==> src/rtl/irq_flag_pkg.sv <==
package irq_flag_pkg;
  typedef enum logic [1:0] {GIE_HOLD, GIE_ON, GIE_OFF} gie_op_e;

  function automatic int unsigned vec_width(int unsigned n_src);
    return (n_src + 1 <= 2) ? 1 : $clog2(n_src + 1);
  endfunction
endpackage

==> src/rtl/irq_flag_bank.sv <==
module irq_flag_bank #(
  parameter int unsigned N_SRC = 8
) (
  input  logic             clk,
  input  logic             rst_n,
  input  logic [N_SRC-1:0] set_i,
  input  logic [N_SRC-1:0] sw_clr_i,
  input  logic [N_SRC-1:0] hw_clr_i,
  output logic [N_SRC-1:0] flags_o
);
  for (genvar k = 0; k < N_SRC; k++) begin : g_flag
    always_ff @(posedge clk or negedge rst_n) begin
      if (!rst_n)                          flags_o[k] <= 1'b0;
      else if (set_i[k])                   flags_o[k] <= 1'b1;
      else if (sw_clr_i[k] || hw_clr_i[k]) flags_o[k] <= 1'b0;
    end
  end
endmodule

==> src/rtl/irq_prio_enc.sv <==
module irq_prio_enc #(
  parameter int unsigned WIDTH = 9,
  parameter int unsigned IDX_W = 4
) (
  input  logic [WIDTH-1:0] pend_i,
  output logic             any_o,
  output logic [IDX_W-1:0] idx_o
);
  always_comb begin
    idx_o = '0;
    for (int i = WIDTH - 1; i >= 0; i--) begin
      if (pend_i[i]) idx_o = IDX_W'(i);
    end
  end
  assign any_o = |pend_i;
endmodule

==> src/rtl/irq_gie_ctl.sv <==
module irq_gie_ctl
  import irq_flag_pkg::*;
(
  input  logic clk,
  input  logic rst_n,
  input  logic take_i,
  input  logic set_i,
  input  logic clr_i,
  input  logic reti_i,
  output logic gie_o
);
  gie_op_e op;

  always_comb begin
    if (take_i)               op = GIE_OFF;
    else if (set_i || reti_i) op = GIE_ON;
    else if (clr_i)           op = GIE_OFF;
    else                      op = GIE_HOLD;
  end

  always_ff @(posedge clk or negedge rst_n) begin
    if (!rst_n) gie_o <= 1'b0;
    else begin
      case (op)
        GIE_ON:  gie_o <= 1'b1;
        GIE_OFF: gie_o <= 1'b0;
        default: gie_o <= gie_o;
      endcase
    end
  end
endmodule

==> src/rtl/irq_flag_ctrl.sv <==
module irq_flag_ctrl
  import irq_flag_pkg::*;
#(
  parameter int unsigned N_SRC = 8,
  localparam int unsigned N_VEC = N_SRC + 1,
  localparam int unsigned VEC_W = vec_width(N_SRC)
) (
  input  logic             clk,
  input  logic             rst_n,
  input  logic [N_SRC-1:0] evt_i,
  input  logic             lvl_i,
  input  logic             msk_we_i,
  input  logic [N_VEC-1:0] msk_wdata_i,
  input  logic             flg_wr_i,
  input  logic [N_SRC-1:0] flg_wdata_i,
  output logic [N_SRC-1:0] flags_o,
  input  logic             gie_set_i,
  input  logic             gie_clr_i,
  input  logic             reti_i,
  input  logic             take_i,
  output logic             irq_o,
  output logic [VEC_W-1:0] vec_o
);
  logic [N_VEC-1:0] mask_q;
  logic [N_VEC-1:0] pend;
  logic [N_SRC-1:0] sw_clr;
  logic [N_SRC-1:0] hw_clr;
  logic             any_pend;
  logic             gie_q;
  logic             taken;

  always_ff @(posedge clk or negedge rst_n) begin
    if (!rst_n)        mask_q <= '0;
    else if (msk_we_i) mask_q <= msk_wdata_i;
  end

  assign pend   = {flags_o, lvl_i} & mask_q;
  assign taken  = irq_o && take_i;
  assign sw_clr = flg_wr_i ? flg_wdata_i : '0;

  for (genvar k = 0; k < N_SRC; k++) begin : g_hclr
    assign hw_clr[k] = taken && (vec_o == VEC_W'(k + 1));
  end

  irq_flag_bank #(.N_SRC(N_SRC)) u_bank (
    .clk      (clk),
    .rst_n    (rst_n),
    .set_i    (evt_i),
    .sw_clr_i (sw_clr),
    .hw_clr_i (hw_clr),
    .flags_o  (flags_o)
  );

  irq_prio_enc #(.WIDTH(N_VEC), .IDX_W(VEC_W)) u_enc (
    .pend_i (pend),
    .any_o  (any_pend),
    .idx_o  (vec_o)
  );

  irq_gie_ctl u_gie (
    .clk    (clk),
    .rst_n  (rst_n),
    .take_i (taken),
    .set_i  (gie_set_i),
    .clr_i  (gie_clr_i),
    .reti_i (reti_i),
    .gie_o  (gie_q)
  );

  assign irq_o = gie_q && any_pend;
endmodule

==> config.mk <==
export PLATFORM = sky130hd
export DESIGN_NAME = irq_flag_ctrl
export DESIGN_NICKNAME = d
export VERILOG_FILES = /design/src/rtl/irq_flag_pkg.sv /design/src/rtl/irq_flag_bank.sv /design/src/rtl/irq_prio_enc.sv /design/src/rtl/irq_gie_ctl.sv /design/src/rtl/irq_flag_ctrl.sv
export SDC_FILE = /design/constraint.sdc
export NUM_CORES = 1
export LEC_CHECK = 0
export BUFFER_PORTS_ARGS = -buffer_cell sky130_fd_sc_hd__buf_2
export CORE_MARGIN = 3
export CORE_UTILIZATION = 45
export DETAILED_ROUTE_END_ITERATION = 10
export GPL_ROUTABILITY_DRIVEN = 0
export PLACE_DENSITY = 0.78
export REMOVE_ABC_BUFFERS = 1
export SLEW_MARGIN = 30
export SYNTH_ARGS = -nofsm -noshare
export SYNTH_HDL_FRONTEND = slang
export SYNTH_HIERARCHICAL = 1
export SYNTH_SLANG_ARGS = --single-unit
==> constraint.sdc <==
create_clock -name clk -period 2.4 [get_ports clk]
set_input_delay 0.48 -clock clk [delete_from_list [all_inputs] [get_ports clk]]
set_output_delay 0.48 -clock clk [all_outputs]
set_load 0.03 [all_outputs]
==> flow_results.org, run 1 <==
** STA
- Least-Margin Pin Slew :: 0.401 ns
- Final Setup Violations :: 0
- The total count of hold-check failures in the final report is 0.
- Max-slew violations :: 0
- Clock skew on the completed layout was measured at just over 0.0007 ns.
- Timing would allow up to around 430 MHz.
- Final Cycle Share :: 96.1%
- Period minus WS final :: approximately 2.3 ns
- Worst max-slew margin expressed relative to the limit :: 73.3%

** GRT
- Vias in the first global route :: around 900
- Number of antenna violations at the first check in global routing :: 0
- Global routing used 18.8% of the available tracks across all layers.
- Global-route wire length before repair :: 3.80 mm
- Maximum number of pins on one net before global-route repair :: 19
- For this run the aggregate overflow at the end of global routing stands at 0.

** Cells and area
- Leaving out fill and tap cells, the most frequent cells in the layout are 46 x buf_2, 18 x and2_1, 18 x dfrtp_1.
- Fraction of final layout cells sized beyond drive strength 1 :: between 40% and 50%
- For this run, the share of the core covered by cells in the final layout is between 60% and 70%.
- Most frequent standard cell in the layout excluding fill and tap cells :: buf_2
- Once layout is complete, the cells apart from fillers number roughly 170.
- The number of antenna diodes in the final layout is 0.
- Number of nets in the final layout :: around 180
- Area growth from synthesis to layout :: 35.0%

** Placed design
- The wire-length estimate of the detail-placed layout is roughly 2.0 mm.
- Input and output buffers added on the ports amount to between 40 and 50.
- Once placement completed, the tool counted placed cells totaling 169.

** Route
- For this block, the via count after detailed routing is slightly above 900.
- The detail route stage leaves a number of antenna-violating nets equal to 0.
- Routed via count divided by cell count :: 5.33
- Final routed wire length divided by cell count :: around 14 µm
- Total wire length after detailed routing :: around 2.5 mm
- Iteration-0 DRC count of the detailed router :: 17
- For this run, design rule violations remaining after detail routing come to 0.
- Initial DRT Pass Iterations :: 4

** CTS
- In this run the clock root is driven by a clkbuf_4.
- The clock passes through at most 2 buffers.
- Clock tree synthesis inserted a total of 3 buffers.
- For the worst-skew pair, the clock arrives at the later sink with an insertion delay of 0.29 ns.
- TritonCTS clock tree :: yes
- After clock tree synthesis, the clock-pin slew on the worst setup and hold paths is ~0.10 ns.
- Total clock sinks :: 18
- CTS built an H-tree with a depth of 1.
- For this design, the CTS-stage hold fixing added 0 buffers.

** Power
- For this design the ratio of total power to cell area is 655 mW/mm².
- Total power :: 867 µW
- Worst supply voltage drop on vdd :: about 340 µV
- In this run the static leakage power is between 0.0006 and 0.0007 µW.

** Setup path
- Kind of end point of the critical path :: output pin
- Data arrival time of the critical path :: around 1.8 ns
- Sum of buffers and inverters on the critical path :: 1
- For this run, the slowest stage of the critical path takes roughly 0.4 ns.
- Top fanout value on the critical path :: 6
- Walking the worst path, the cells encountered are and2_1 -> nor4_4 -> and3_1 -> buf_2.
- STA puts the critical path data required time at between 1.5 and 2 ns.
- Among all stages on the critical path, the largest delay is contributed by dfrtp_1.
- STA classifies the critical path startpoint as a flop.
- The critical path in this run is classified as flop to output pin.
- Grouping stages by cell kind, the critical path spends the most delay in simple AND/OR/NAND/NOR gates.
- The setup check on the worst reg-to-reg path leaves a slack of between 0.2 and 0.3 ns.

** Floorplan
- Core region area :: 0.00200 mm²
- Ports placed on the boundary :: 47
- Height of the die :: between 50 and 60 µm
- Once the floorplan was initialized, standard cells occupied 48.9% of the core.
- Full die area :: 0.00277 mm²
- Number of cell rows :: 16
- Die Width :: between 50 and 60 µm

** Synth
- The average instance in the mapped netlist occupies roughly 10 µm².
- Library cell with the largest summed area after synthesis :: dfrtp_1
- Cells taking the most area after synthesis :: dfrtp_1 46%, and2_1 11%, mux2_2 10%, nor2_1 6.5%, a21o_1 6.1%
- Portion of synthesized cell area occupied by the leading cell type :: a little under half
- In this run, distinct cell masters in the synthesized netlist total 25.
- Synth Cell Area :: ~980 µm²
- In this run, synthesis produced a sequential element count of 18.
- The Yosys step of the flow raised 6 warnings.
- Sequential elements use 46.0% of the synthesized area.
- Post-synthesis instance total :: 96

** Run
- The tool flagged a number of max-cap violations equal to 0.

** Min path
- The path class of the tightest hold or removal check is primary input to async pin.

** Status
- Status :: finished, final reports clean
==> synthesized netlist by cell type, drive strengths merged <==
master,n
dfrtp,18
and2,18
o21bai,1
nand4b,1
nor2b,2
ha,1
nand3b,2
a21oi,1
or3b,2
and3,2
nor4b,1
nor2,17
o41ai,1
a21o,9
or2,1
a211oi,1
nand2,1
buf,1
o21ai,2
nand4,1
inv,1
mux2,9
nor4,3
==> routing by layer <==
layer | GRT usage [%] | share of wire, % | vias to the layer above
li1 | - | - | 441
met3 | 3.99 | 5.8 | 8
met5 | 0 | 0 | -
met2 | 32.2 | 52 | 36
met1 | 21.6 | 40 | 442
met4 | 9.79 | 2.5 | 0
==> where the power goes <==
| group | switching [µW] | internal, µW |
|---|---|---|
| Clock | 93.0 | 92.4 |
| Combinational | 186 | 129 |
| Sequential | 26.8 | 339 |
| Total | 306 | 561 |
==> worst paths after layout <==
check                                  start           endpoint  cells past startpoint
hold reg to reg                    mask_q[1]          mask_q[1]                      1
setup reg to reg           u_bank/flags_o[3]        u_gie/gie_o                      7
setup / recovery           u_bank/flags_o[3]           vec_o[3]                      4
min in group clk                    evt_i[7]  u_bank/flags_o[7]                      2
max in group asynchronous              rst_n          mask_q[0]                      1
hold / removal                         rst_n  u_bank/flags_o[6]                      1
==> sequential cells by signal, indices dropped and copies added (netlist names) <==
name	count
u_bank/flags_o	8
u_gie/gie_o	1
mask_q	9
==> metrics by stage <==
stage | TNS, ns | cell area, µm² | hold slack (ns) | setup slack, ns
4_1_cts | 0 | 1280 | 0.108 | 0.0147
2_1_floorplan | -2.39 | 975 | 0.184 | -0.440
6_report | 0 | 1320 | 0.0975 | 0.0936
3_3_place_gp | 0 | 1250 | 0.427 | 0.304
5_1_grt | -0.0586 | 1320 | 0.111 | -0.0484
3_5_place_dp | 0 | 1250 | 0.435 | 0.140
==> what timing repair did <==
item / CTS / global route
setup buffers: 0 / 1
gates resized for setup: 0 / 5
setup endpoints to repair: 0 / 4
==> area by class of cell <==
class	count	area, µm²
multi-input combinational	76	553
tap	27	33.8
inverter	1	3.75
timing repair buffer	48	245
fill	163	679
clock buffer	4	36.3
sequential	18	450
==> cell families (layout without fill, tap and decap cells) <==
logic type / count (synthesis) / after routing / synth area share, %
buffers and inverters: 2 / 53 / 0.893
multiplexers: 9 / 9 / 10.3
adder cells (fa/ha/maj): 1 / 1 / 1.28
flip-flops: 18 / 18 / 46.0
AND/OR/NAND/NOR: 51 / 51 / 30.5
AO/OA/AOI/OAI: 15 / 15 / 11.0
(Power assumes the default switching activity.)
==> inputs of run 2 (changes only) <==
--- a/config.mk
+++ b/config.mk
@@ -5,9 +5,10 @@
 export SDC_FILE = /design/constraint.sdc
 export NUM_CORES = 1
 export LEC_CHECK = 0
+export ABC_AREA = 1
 export BUFFER_PORTS_ARGS = -buffer_cell sky130_fd_sc_hd__buf_2
 export CORE_MARGIN = 3
-export CORE_UTILIZATION = 45
+export CORE_UTILIZATION = 47
 export DETAILED_ROUTE_END_ITERATION = 10
 export GPL_ROUTABILITY_DRIVEN = 0
 export PLACE_DENSITY = 0.78
==> flow_results.org, run 2 <==
** Status
- Status :: finished, final reports clean

** GRT
- Number of antenna violations at the first check in global routing :: 0
- The total overflow left after global routing is 0.
- Global-route wire length before repair :: slightly above 4 mm
- The number of global-route vias before repair came to a little over 1000.
- Global-route usage over all layers :: between 15 and 20%
- Maximum number of pins on one net before global-route repair :: 19

** Cells and area
- N_diodes :: 0
- In the final layout, the registers with the most flip-flops are mask_q (9), u_bank/flags_o (8), u_gie/gie_o (1).
- Design area :: between 0.001 and 0.0015 mm²
- Cells with a size suffix above 1 make up a little over a quarter of the layout.
- In the final design database the tool counted 263 nets.
- The register with the most flip-flops in the layout has 9 of them.
- In the final layout, the multi-input gates occupy roughly 470 µm².
- The area growth from synthesis to layout is 23.5%.
- The sequential cells in the finished layout cover a total of between 400 and 500 µm².
- Fill cells in the final layout number ~250.
- More flip-flops sit in one register than any other, and that register is mask_q.
- Most frequent standard cell in the layout excluding fill and tap cells :: nand2_1
- Most frequent cells in the layout :: 62 x nand2_1, 46 x inv_1, 46 x buf_2

** Setup path
- Cell depth of the worst flop-to-flop path :: 16
- In this run the worst path has a maximum fanout of 5.
- Kind of end point of the critical path :: output pin
- CP Data Required Time :: ~1.9 ns
- Reg-to-reg slack, setup :: between 0.3 and 0.4 ns
- The critical path in this run is classified as flop to output pin.
- Sort of element at the start of the critical path :: flop
- The endpoint identified for the worst register-to-register timing path is u_gie/gie_o.
- R2R Path Start :: u_bank/flags_o[6]
- At the worst endpoint, the arrival time is ~1.7 ns.

** Power
- Worst supply voltage drop on vdd :: between 400 and 500 µV
- Power per cell area :: roughly 580 mW/mm²
- In this run the static leakage power is between 0.0009 and 0.001 µW.

** Run
- Reported max-cap violation count :: 0

** Synth
- Library cell with the largest summed area after synthesis :: dfrtp_1
- Yosys warnings :: 6
- The cell area that synthesis handed to floorplanning was 0.00114 mm².
- Synthesized flop and latch total :: 18
- EDFF count, synth :: 0
- Post-synthesis instance total :: around 180
- The most common cell in the synthesized netlist is nand2_1.
- The most used flip-flop cell after synthesis is dfrtp_1.
- The share of the Yosys chip area taken by registers is between 30% and 40%.
- Post-synth cell types :: 20
- Average size of a mapped cell :: between 6 and 7 µm²
- Commonest cells in the netlist :: 62 x nand2_1, 46 x inv_1, 22 x nor2_1, 18 x dfrtp_1, 7 x o21ai_0
- Share of flip-flops with an asynchronous set or reset after synthesis :: 100%
- By area the synthesized netlist is led by dfrtp_1 40%, nand2_1 20%, inv_1 15%, nor2_1 7.2%, o21ai_0 3.1%.
- The synthesized design devotes to its leading area cell type about two fifths of total area.

** STA
- Sum of negative setup slack :: 0 ns
- The final critical path takes up about nine tenths of the cycle.
- Hold_ws :: ~0.11 ns
- The final max-slew violation count is 0.
- At the pin with the least slew margin, the transition time is roughly 0.40 ns.
- The worst path meets setup with ~0.25 ns of slack.
- Measured against its own limit, the worst slew margin works out to 73.6%.
- Static timing analysis puts the maximum clock frequency at around 470 MHz.
- Setup repair after global routing left no endpoint under its margin.
- The worst path in the final design needs a cycle of 2.15 ns, including I/O delays and setup.
- Skew final :: approximately 0.0032 ns
- Final Setup Violations :: 0
- The total count of hold-check failures in the final report is 0.

** Route
- Using the TritonRoute via totals, the vias-per-cell ratio works out to approximately 4.3.
- DR DRC count :: 0
- Number of routed nets with antenna violations :: 0
- Before antenna repair, the detailed router went through 4 iterations.
- The final route contains between 1000 and 1500 vias.
- In this run, the number of DRC markers left after iteration 0 of detailed routing was 27.
- Total wire length after detailed routing :: between 2 and 2.5 mm
- In the final routed layout, each cell accounts on average for about 9.1 µm.

** Floorplan
- The die covers between 0.003 and 0.004 mm².
- The core region is about 0.0023 mm².
- Ports placed on the boundary :: 47
- Height of the die :: 55.2 µm
- Die Width :: around 55 µm
- Initial core utilization :: roughly half
- Number of cell rows :: 17

** Placed design
- Detailed placement ended at an HPWL of ~1.9 mm.
- Post-placement setup slack :: roughly 0.33 ns
- After detailed placement, the total cell area comes to roughly 0.0014 mm².
- During placement, the flow inserted port buffers numbering 46.

** CTS
- The longest clock path from root to sink contains 2 buffers.
- CTS built an H-tree with a depth of 1.
- The clock drives 18 sinks.
- The root buffer cell chosen for the clock tree is clkbuf_4.
- Clock latency on the worst-skew pair, taken at its later pin, is approximately 0.28 ns.
- Number of setup buffers added after CTS :: 0
- TritonCTS buffer count :: 3
- In this run, post-CTS repair resized a total of 0 instances.
- Clk pin slew, worst setup/hold paths :: ~0.09 ns
- Quantity of hold-fixing buffers added after cts :: 0
- TritonCTS built the clock tree.

** Min path
- In this run the worst hold path is classified as primary input to async pin.
## run 2: power breakdown
| part | switching, µW | internal (µW) | total [µW] |
|---|---|---|---|
| Combinational | 214 | 106 | 320 |
| Sequential | 20.2 | 337 | 358 |
| Clock | 83.1 | 58.2 | 141 |
## run 2: layer usage
layer  part of all wire [%]  track usage (%)  vias to the layer above
li1                       -                -                      603
met1                     47             21.4                      468
met2                     46             26.0                       27
met3                    6.1             4.21                        2
met4                   0.61             5.56                        0
met5                      0                0                        -
## run 2: worst max-delay path, cell delays in order, from the launching register on
cell	delay [ns]
dfrtp_1	0.40
nand2_1	0.08
inv_1	0.05
inv_1	0.04
nand2_1	0.04
nand2_1	0.05
nand2_1	0.05
nand2_1	0.05
nand2_1	0.04
a21oi_1	0.30
buf_2	0.28
## run 2: worst max path at each step
stage                            startpoint           to  slack [ns]  depth (start not counted)
after global placement                lvl_i  u_gie/gie_o        0.37                         16
after detailed placement              lvl_i  u_gie/gie_o        0.33                         16
after CTS                 u_bank/flags_o[5]     vec_o[0]        0.24                         10
final                     u_bank/flags_o[5]     vec_o[0]        0.25                         10
after floorplan           u_bank/flags_o[6]  u_gie/gie_o        0.21                         16
after global routing      u_bank/flags_o[5]     vec_o[0]        0.01                         10
## run 2: final cells by class
type | count | share of cell area, %
sequential | 18 | 32.0
inverter | 50 | 13.3
timing repair buffer | 47 | 16.9
multi-input combinational | 108 | 33.7
tap | 28 | 2.49
clock buffer | 3 | 1.60
## run 2: kinds of logic after synthesis
logic type      count (synthesis)  synth area share, %
simple gates                   93                 33.9
buf+inv                        53                 18.9
flops                          18                 39.5
compound gates                 14                 6.59
fa+ha+maj                       1                 1.10
## run 2: per-stage QoR
| stage | power, µW | utilization [%] | instances |
|---|---|---|---|
| floorplan | 586 | - | 176 |
| global placement | 682 | 61.4 | 251 |
| detailed placement | 686 | 61.4 | 251 |
| CTS | 831 | 62.4 | 254 |
| global route | 896 | 62.4 | 254 |
| finish | 819 | 62.4 | 254 |
==> inputs of run 3 (changes only) <==
--- a/config.mk
+++ b/config.mk
@@ -12,7 +12,6 @@
 export DETAILED_ROUTE_END_ITERATION = 10
 export GPL_ROUTABILITY_DRIVEN = 0
 export PLACE_DENSITY = 0.78
-export REMOVE_ABC_BUFFERS = 1
 export SLEW_MARGIN = 30
 export SYNTH_ARGS = -nofsm -noshare
 export SYNTH_HDL_FRONTEND = slang
==> flow_results.org, run 3 (synthesis gave the netlist of run 2 again) <==
** Setup path
- STA puts the critical path data arrival time at 1.62 ns.
- Sort of element at the start of the critical path :: flop
- The critical path runs through a total of 10 cells.
- Kind of end point of the critical path :: output pin
- Cell with the largest stage delay on the worst path :: dfrtp_1
- The worst setup path is of the flop to output pin kind.
- Top fanout value on the critical path :: 3
- Cell depth of the worst flop-to-flop path :: 16
- Among the stages of the critical path, the cell type that occurs most often is nand2_1.
- For the worst setup path, the data required time is 1.92 ns.
- The number of buffers and inverters on the critical path is 3.
- Slowest cell delay on critical path :: around 0.41 ns
- CP Cell Sequence :: nand2_1 -> inv_1 -> or2_4 -> nor2_4 -> nand2_2 -> nor2_2 -> nand2_1 -> nand2_1 -> inv_1 -> buf_2
- Family with the most delay on the worst path :: simple AND/OR/NAND/NOR gates

** GRT
- For this run, the total global-route usage over all layers was measured as 15.9%.
- Overflow after GRT :: 0
- Number of antenna violations at the first check in global routing :: 0
- The first global-routing pass estimated between 3 and 4 mm of wire.
- Vias in the first global route :: roughly 1000
- Entering global routing, the biggest net connects 19 pins.

** Floorplan
- Once the floorplan was initialized, standard cells occupied about half of the core.
- After floorplanning, the core was divided into 17 placement rows.
- Die Width :: approximately 55 µm
- For this design the top-level I/O count stands at 47.
- Height of the die :: about 55 µm
- In this run the standard cell core region covers 0.00225 mm².
- The floorplan step defined a die boundary enclosing roughly 0.0031 mm².

** Placed design
- Port buffering added 46 buffers.
- In this run the cell area measured after placement is 0.00139 mm².
- Half-perimeter wire length after placement :: 1.81 mm
- After detailed placement, the design holds a cell count of between 200 and 300.

** STA
- For the final routed database, the setup TNS stands at 0 ns.
- Achievable frequency :: between 400 and 500 MHz
- Number of hold-slack violations in the final timing report :: 0
- Between clock sinks in the finished design, the worst skew comes to roughly 0.0025 ns.
- Max-slew violations :: 0
- Setup violations remaining at the end of the flow were counted as 0.
- Worst max-slew margin expressed relative to the limit :: roughly three quarters
- Dividing the final minimum period by the clock period gives approximately 90%.
- At the pin with the least slew margin, the transition time is between 0.3 and 0.4 ns.
- The worst path needs 2.10 ns of the cycle, external delays included.
- RSZ-0062 raised after global routing :: false

** CTS
- Clock-pin slew was measured on the worst setup and hold paths at about 0.10 ns.
- For the worst-skew pair, the clock arrives at the later sink with an insertion delay of slightly below 0.3 ns.
- In this run the post-CTS setup repair buffer count came out at 0.
- TritonCTS built the clock tree.
- Max Buffers Root-to-Sink :: 2
- CTS root buffer :: clkbuf_4
- The number of hold buffers added after CTS was 0.
- In this run, CTS created clock tree buffers numbering 3.
- For this design, the sink count on the clock tree is 18.
- # H-tree levels :: 1

** Min path
- Worst Hold Class :: primary input to async pin

** Route
- Total wire length after detailed routing :: between 2 and 2.5 mm
- Iteration-0 DRC count of the detailed router :: between 40 and 50
- Routed via count divided by cell count :: 4.27
- The first detailed-routing pass took 4 iterations.
- The count of nets left with antenna violations once routing finished came out at 0.
- DR DRC count :: 0
- The detailed router placed ~1100 vias in this run.
- Final routed wire length divided by cell count :: 8.53 µm

** Power
- Power per cell area :: 604 mW/mm²
- Total power :: around 860 µW
- Worst supply voltage drop on vdd :: 355 µV
- P_leak :: ~0.00092 µW

** Synth
- Post-synth net total :: 214

** Cells and area
- Number of nets in the final layout :: 263
- Fill cells in the final layout number 255.
- N_diodes :: 0
- The finished cells cover around 0.0014 mm².
- The register with the most flip-flops in the layout has 9 of them.
- Most frequent standard cell in the layout excluding fill and tap cells :: nand2_1
- Fraction of final layout cells sized beyond drive strength 1 :: ~28%
- Most frequent cells in the layout :: 62 x nand2_1, 46 x inv_1, 46 x buf_2
- Area growth from synthesis to layout :: 25.0%
- Top reg by flops :: mask_q
- The finished layout holds around 260 standard cells, fillers aside.
- In the final layout, the registers with the most flip-flops are mask_q (9), u_bank/flags_o (8), u_gie/gie_o (1).

** Run
- The tool flagged a number of max-cap violations equal to 0.

** Status
- Status :: finished, final reports clean
[run 3: cell types whose count changed in the layout (fill, tap and decap cells not counted)]
cell / previous run / this run
a21oi_2: 0 / 1
clkbuf_8: 0 / 1
a21oi_1: 2 / 1
[run 3: per-stage QoR]
| step | utilization [%] | worst slack, ns | hold WS [ns] |
|---|---|---|---|
| floorplan | - | 0.214 | 0.184 |
| global placement | 61.4 | 0.377 | 0.430 |
| detailed placement | 61.4 | 0.342 | 0.431 |
| CTS | 63.0 | 0.180 | 0.105 |
| global route | 63.2 | 0.119 | 0.106 |
| finish | 63.2 | 0.302 | 0.0979 |
[run 3: report_power, final]
group | switching (µW) | internal, µW
logic | 212 | 107
registers | 21.5 | 337
clock network | 89.6 | 92.4
total | 324 | 537
[run 3: worst paths after layout]
check / startpoint / endpoint / slack [ns]
worst min register to register: u_bank/flags_o[2] / u_bank/flags_o[2] / 0.50
max in group asynchronous: rst_n / u_bank/flags_o[1] / 2.03
worst max-delay path: u_bank/flags_o[6] / irq_o / 0.30
min in group clk: evt_i[4] / u_bank/flags_o[4] / 0.37
worst min-delay path: rst_n / u_gie/gie_o / 0.1
worst max register to register: u_bank/flags_o[6] / u_gie/gie_o / 0.39
[run 3: worst reg2reg max path: cells and delay by family (launching register included)]
family	cells	cell delay [ns]
compound gates	2	0.15
fa+ha+maj	1	0.28
simple gates	9	0.84
flops	1	0.41
buf+inv	4	0.21
[run 3: cell type report]
class	count	area (µm²)	share of cell area, %
multi-input cells	108	478	33.5
well taps	28	35.0	2.46
flip-flops and latches	18	450	31.6
repair buffers	47	238	16.7
inverters	50	188	13.2
clock buffers	4	36.3	2.55
[run 3: layer usage]
layer,GRT usage (%),vias up,part of all wire [%]
met4,6.60,0,1.4
met2,24.5,30,44
met3,3.74,4,6.7
met1,21.5,452,48
met5,0,-,0
li1,-,602,-
[run 3: timing repair]
item	in CTS	in global routing
resized for setup	0	1
setup endpoints to repair	0	1
hold endpoints to repair	0	0
